$ cat src/rtl/irq_sort_pkg.sv
package irq_sort_pkg;

    localparam int NUM_LINES  = 32;
    localparam int GROUP      = 4;
    localparam int PRIO_W     = 4;

    localparam int NUM_GROUPS = NUM_LINES / GROUP;
    localparam int IDX_W      = $clog2(NUM_LINES);
    localparam int GRP_W      = $clog2(GROUP);
    localparam int CNT_W      = $clog2(NUM_GROUPS);

    typedef struct packed {
        logic              valid;
        logic [IDX_W-1:0]  idx;
        logic [PRIO_W-1:0] prio;
    } cand_t;

    typedef enum logic {
        ST_IDLE = 1'b0,
        ST_SORT = 1'b1
    } sort_state_e;

    localparam cand_t CAND_NONE = '0;

    // a strictly beats b: valid over invalid, then higher priority, then lower index
    function automatic logic beats(cand_t a, cand_t b);
        if (!a.valid)           return 1'b0;
        if (!b.valid)           return 1'b1;
        if (a.prio != b.prio)   return a.prio > b.prio;
        return a.idx < b.idx;
    endfunction

    function automatic cand_t pick(cand_t a, cand_t b);
        return beats(b, a) ? b : a;
    endfunction

endpackage

$ cat src/rtl/irq_mask_stage.sv
module irq_mask_stage
    import irq_sort_pkg::*;
(
    input  logic [NUM_LINES-1:0] req,
    input  logic [NUM_LINES-1:0] mask,
    output logic [NUM_LINES-1:0] active,
    output logic                 any_active
);
    always_comb begin
        active     = req & ~mask;
        any_active = |active;
    end
endmodule

$ cat src/rtl/irq_group_cmp.sv
module irq_group_cmp
    import irq_sort_pkg::*;
(
    input  cand_t cand [GROUP],
    input  cand_t stored,
    output cand_t result
);
    // linear fold; order-independent because beats() breaks ties by index
    always_comb begin
        cand_t acc;
        acc = stored;
        for (int j = 0; j < GROUP; j++) begin
            acc = pick(acc, cand[j]);
        end
        result = acc;
    end
endmodule

$ cat src/rtl/irq_sort_ctrl.sv
module irq_sort_ctrl
    import irq_sort_pkg::*;
(
    input  logic             clk,
    input  logic             rst,
    input  logic             any_active,
    output logic             start,
    output logic             sort_en,
    output logic             last_step,
    output logic [CNT_W-1:0] grp
);
    localparam logic [CNT_W-1:0] CNT_LAST = CNT_W'(NUM_GROUPS - 1);

    sort_state_e      state;
    logic [CNT_W-1:0] cnt;

    always_ff @(posedge clk) begin
        if (rst) begin
            state <= ST_IDLE;
            cnt   <= '0;
        end else begin
            case (state)
                ST_IDLE: begin
                    cnt <= '0;
                    if (any_active) state <= ST_SORT;
                end
                ST_SORT: begin
                    if (cnt == CNT_LAST) begin
                        state <= ST_IDLE;
                        cnt   <= '0;
                    end else begin
                        cnt <= cnt + 1'b1;
                    end
                end
                default: state <= ST_IDLE;
            endcase
        end
    end

    always_comb begin
        start     = (state == ST_IDLE) && any_active;
        sort_en   = (state == ST_SORT);
        last_step = sort_en && (cnt == CNT_LAST);
        grp       = cnt;
    end

    // an idle block with an active line enters the first group
    assert_sort_begins_R3: assert property (@(posedge clk) disable iff (rst)
        (state == ST_IDLE && any_active) |=> (state == ST_SORT && cnt == '0));

    // mid-sort the counter advances by one each cycle
    assert_cnt_steps_R3: assert property (@(posedge clk) disable iff (rst)
        (state == ST_SORT && cnt != CNT_LAST) |=>
            (state == ST_SORT && cnt == CNT_W'($past(cnt) + 1'b1)));

    // after the last group the controller is idle again
    assert_back_to_idle_R8: assert property (@(posedge clk) disable iff (rst)
        (state == ST_SORT && cnt == CNT_LAST) |=> (state == ST_IDLE));
endmodule

$ cat src/rtl/irq_group_sorter.sv
module irq_group_sorter
    import irq_sort_pkg::*;
(
    input  logic                        clk,
    input  logic                        rst,
    input  logic [NUM_LINES-1:0]        irq_req,
    input  logic [NUM_LINES-1:0]        irq_mask,
    input  logic [NUM_LINES*PRIO_W-1:0] irq_prio,
    output logic [IDX_W-1:0]            win_idx,
    output logic                        win_valid,
    output logic                        sort_done
);
    logic [NUM_LINES-1:0] active;
    logic                 any_active;
    logic                 start, sort_en, last_step;
    logic [CNT_W-1:0]     grp;
    cand_t                cand [GROUP];
    cand_t                stored_q;
    cand_t                result;

    irq_mask_stage u_mask (
        .req        (irq_req),
        .mask       (irq_mask),
        .active     (active),
        .any_active (any_active)
    );

    irq_sort_ctrl u_ctrl (
        .clk        (clk),
        .rst        (rst),
        .any_active (any_active),
        .start      (start),
        .sort_en    (sort_en),
        .last_step  (last_step),
        .grp        (grp)
    );

    // candidates of the current group: line = grp*GROUP + j
    for (genvar j = 0; j < GROUP; j++) begin : g_cand
        logic [IDX_W-1:0] line;
        always_comb begin
            line          = {grp, GRP_W'(j)};
            cand[j].valid = active[line];
            cand[j].idx   = line;
            cand[j].prio  = irq_prio[line*PRIO_W +: PRIO_W];
        end

        // the comparator never drops a stronger candidate of the group
        assert_group_not_beaten_R5: assert property (@(posedge clk) disable iff (rst)
            sort_en |-> !beats(cand[j], result));
    end

    irq_group_cmp u_cmp (
        .cand   (cand),
        .stored (stored_q),
        .result (result)
    );

    always_ff @(posedge clk) begin
        if (rst) begin
            stored_q <= CAND_NONE;
        end else if (start) begin
            stored_q <= CAND_NONE;
        end else if (sort_en) begin
            stored_q <= result;
        end
    end

    always_ff @(posedge clk) begin
        if (rst) begin
            win_idx   <= '0;
            win_valid <= 1'b0;
            sort_done <= 1'b0;
        end else begin
            sort_done <= last_step;
            if (last_step) begin
                win_idx   <= result.idx;
                win_valid <= result.valid;
            end
        end
    end

    // the carried winner is only replaced by a stronger candidate
    assert_stored_not_beaten_R6: assert property (@(posedge clk) disable iff (rst)
        sort_en |-> !beats(stored_q, result));

    // a valid running winner is always a requesting, unmasked line
    assert_winner_unmasked_R2: assert property (@(posedge clk) disable iff (rst)
        (sort_en && result.valid) |-> (irq_req[result.idx] && !irq_mask[result.idx]));

    // the running winner is empty while the first group is compared
    assert_fresh_start_R9: assert property (@(posedge clk) disable iff (rst)
        start |=> !stored_q.valid);

    // the completion pulse lasts one cycle
    assert_done_single_R3: assert property (@(posedge clk) disable iff (rst)
        sort_done |=> !sort_done);

    // outputs hold except at the loading edge
    assert_win_holds_R7: assert property (@(posedge clk) disable iff (rst)
        !last_step |=> ($stable(win_idx) && $stable(win_valid)));

    // reset leaves the outputs cleared
    assert_reset_clear_R1: assert property (@(posedge clk)
        rst |=> (!sort_done && !win_valid && win_idx == '0));

    logic unused_prio;
    assign unused_prio = ^result.prio;
endmodule

$ cat config.mk
export PLATFORM = sky130hd
export DESIGN_NAME = irq_group_sorter
export DESIGN_NICKNAME = d
export VERILOG_FILES = /design/src/rtl/irq_sort_pkg.sv /design/src/rtl/irq_mask_stage.sv /design/src/rtl/irq_group_cmp.sv /design/src/rtl/irq_sort_ctrl.sv /design/src/rtl/irq_group_sorter.sv
export SDC_FILE = /design/constraint.sdc
export NUM_CORES = 1
export LEC_CHECK = 0
export BUFFER_PORTS_ARGS = -buffer_cell sky130_fd_sc_hd__buf_4
export CORE_UTILIZATION = 26
export CTS_BUF_LIST = sky130_fd_sc_hd__clkbuf_8 sky130_fd_sc_hd__clkbuf_16
export DETAILED_ROUTE_END_ITERATION = 10
export GPL_TIMING_DRIVEN = 0
export PLACE_DENSITY = 0.54
export SYNTH_ARGS = -nofsm -noshare
export SYNTH_HDL_FRONTEND = slang
export SYNTH_SLANG_ARGS = --single-unit
$ cat constraint.sdc
create_clock -name clk -period 12.1 [get_ports clk]
set_input_delay 1.21 -clock clk [delete_from_list [all_inputs] [get_ports clk]]
set_output_delay 1.21 -clock clk [all_outputs]
set_load 0.02 [all_outputs]
==> flow_metrics.py <==
metrics = {
    "run_status": {
        "status": "complete, no violations",
    },
    "setup_path": {
        "slowest_delay_ns": 0.55,
        "path_max_fanout": 10,
        "startpoint_type": "flip-flop",
        "slowest_stage": "dfxtp_1",
        "crit_family": "compound AO/OA/AOI/OAI gates",
        "ff2ff_setup_slack_ns": 1.27,
        "crit_type": "reg -> reg",
        "worstPathArrival_ns": 11.00,
        "critPathBufInv": 7,
        "worstPathRequired_ns": 12.26,
        "endpoint_kind": "flip-flop",
    },
    "sta": {
        "setup_viol": 0,
        "maxSlewHeadroom": 0.311,
        "finClkSkew_ns": 0.00139,
        "grt_setup_unrepaired": "no",
        "min_period_ns": 10.83,
        "fmax_ghz": 0.0923,
        "finalCritPeriodShare": 0.895,
        "hold_viol": 0,
        "setup_ws_ns": 1.27,
        "setup_tns_ns": 0,
        "maxSlewViolCount": 0,
        "tightestPinTransition_ns": 1.03,
        "hold_slack_ns": 0.507,
    },
    "global_routing": {
        "antenna_found_initial": 0,
        "grt_usage": 0.185,
        "grt_pass1_vias": 4351,
        "grt_overflow": 0,
        "grt_pass1_wl_mm": 21.5,
        "grt_max_degree": 12,
    },
    "power_and_ir_drop": {
        "ir_drop_v": 0.0000743,
        "power_density_nw_per_um2": 66.9,
        "p_leak_nw": 2.40,
        "finalPower_mw": 0.369,
    },
    "logic_synthesis": {
        "synth-edff-count": 0,
        "synth_seq_cells": 21,
        "synth_largest_area_cell": "mux4_2",
        "syn_inst": 403,
        "ys_async_sr_fraction": 0,
        "synth.area.top_cells": "mux4_2 (22%), dfxtp_1 (11%), ha_1 (9.1%)",
        "synth_flop_cell": "dfxtp_1",
        "synth_warnings": 0,
        "synth.avg_cell_area_um2": 9.23,
        "syn_area_um2": 3720,
        "yosysSeqAreaShare": 0.113,
        "synth_nets": 624,
        "ys_types": 74,
        "synth_top_area_share": 0.218,
    },
    "cells_and_area": {
        "diodes": 0,
        "area_delta_synth_final_pct": 48.4,
        "final_common_cell": "buf_4",
        "final_nets": 828,
        "mostFrequentLayoutCells": "buf_4 (199), mux4_2 (36), inv_1 (28)",
        "layout.cells.non_filler": 786,
        "drive_gt1_frac": 0.467,
    },
    "placed_design": {
        "io_buffers": 199,
        "post-place-cells": 782,
        "place_hpwl_mm": 11.9,
        "place_ws_ns": 1.12,
        "gp_congestion": 0.862,
    },
    "floorplan": {
        "core_um2": 13900,
        "dieWidth_um": 122,
        "io_pins": 201,
        "fp-row-count": 43,
        "die_area_um2": 14800,
        "die_y_um": 122,
        "initial_utilization": 0.267,
    },
    "drt": {
        "routed_wl_mm": 13.7,
        "via_count": 4169,
        "post_drt_wl_per_cell_um": 17.5,
        "drt-initial-drc-count": 189,
        "viasPerCell": 5.30,
        "drc": 0,
        "ant_nets": 0,
        "firstDrtPassIters": 4,
    },
    "clock_tree": {
        "cts_resized": 0,
        "cts_max_level": 1,
        "cts.clk_slew.worst_paths_ns": 0.06,
        "hold_buffers": 0,
        "numClockSinks": 21,
        "cts_tree": "done",
        "clk_latency_ns": 0.25,
        "numCtsBuffers": 3,
        "clockRootBuffer": "clkbuf_16",
        "cts_setup_buffers": 0,
        "cts.path.max_buffers": 2,
    },
    "min_path": {
        "min-delay-path-class": "reg -> reg",
    },
    "job": {
        "maxCapViolCount": 0,
    },
}
==> final timing paths <==
kind | end | from | cells after the start
hold reg to reg | win_idx[2] | win_idx[2] | 2
hold / removal | win_idx[2] | win_idx[2] | 2
setup reg to reg | win_idx[2] | u_ctrl.grp[1] | 45
setup / recovery | win_idx[2] | u_ctrl.grp[1] | 45
==> flip-flops by register name (all words and copies together) (netlist names) <==
name            flops
sort_done           1
stored_q           10
u_ctrl.grp          3
u_ctrl.sort_en      1
win_idx             5
win_valid           1
==> area by class of cell <==
type,instances,area (um^2)
clock inverter,1,3.75
fill,1382,8410
multi-input combinational,334,3090
tap,180,225
clock buffer,3,75.1
buffer,19,103
inverter,29,109
sequential,21,420
timing repair buffer,199,1490
==> cells in the mapped netlist (2+ instances only) <==
cell type	number
nor3b_1	6
o21ai_0	14
a21oi_1	21
o31a_1	2
nand2b_1	10
a311oi_1	4
o21a_1	7
mux4_2	36
mux2i_1	13
nand3_1	11
o21ai_1	11
o21ai_4	2
nand4_1	5
and2_1	3
a21o_1	6
nor2b_1	17
a2111oi_0	2
inv_1	27
ha_1	27
mux2_2	11
a211oi_1	8
clkbuf_1	8
nor4_1	2
dfxtp_1	21
nor3_1	11
and3_1	4
a21boi_0	2
or3_1	6
a31oi_1	3
buf_2	7
nand2_1	18
o211ai_1	8
o2111ai_1	5
buf_6	3
a21boi_2	2
nor2_1	22
==> kinds of logic after synthesis <==
family                     Yosys count  synth area share
DFF                                 21             0.113
muxes                               62             0.296
buffers and inverters               48            0.0568
AOI/OAI and AO/OA                  124             0.263
adders and majority gates           27            0.0908
and+or+nand+nor                    121             0.180
==> tightest hold or removal path, stage by stage, from the launching register on <==
cell and delay (ns):
dfxtp_1 0.31, nor2_1 0.10, a311oi_1 0.05
==> where the power goes <==
group / switching, mW / total, mW / internal [mW] / leakage (nW)
clock: 0.0249 / 0.0689 / 0.0440 / 0.0423
combinational: 0.109 / 0.223 / 0.114 / 2.18
sequential: 0.00458 / 0.0774 / 0.0728 / 0.171
==> per-stage QoR <==
step | util | area, um^2
after global placement | 0.390 | 5440
after global routing | 0.396 | 5520
after detailed placement | 0.390 | 5440
after floorplan | - | 3720
final | 0.396 | 5520
after CTS | 0.396 | 5520
==> layer usage <==
layer  wire length [um]  GRT usage  vias up  part of all wire
met5                  0          0        -                 0
met4                167     0.0231        0             0.012
met3                754     0.0225       10             0.055
met2               7260      0.361      163              0.53
met1               5540      0.219     1984              0.40
li1                   -          -     2012                 -
(Power assumes the default switching activity.)
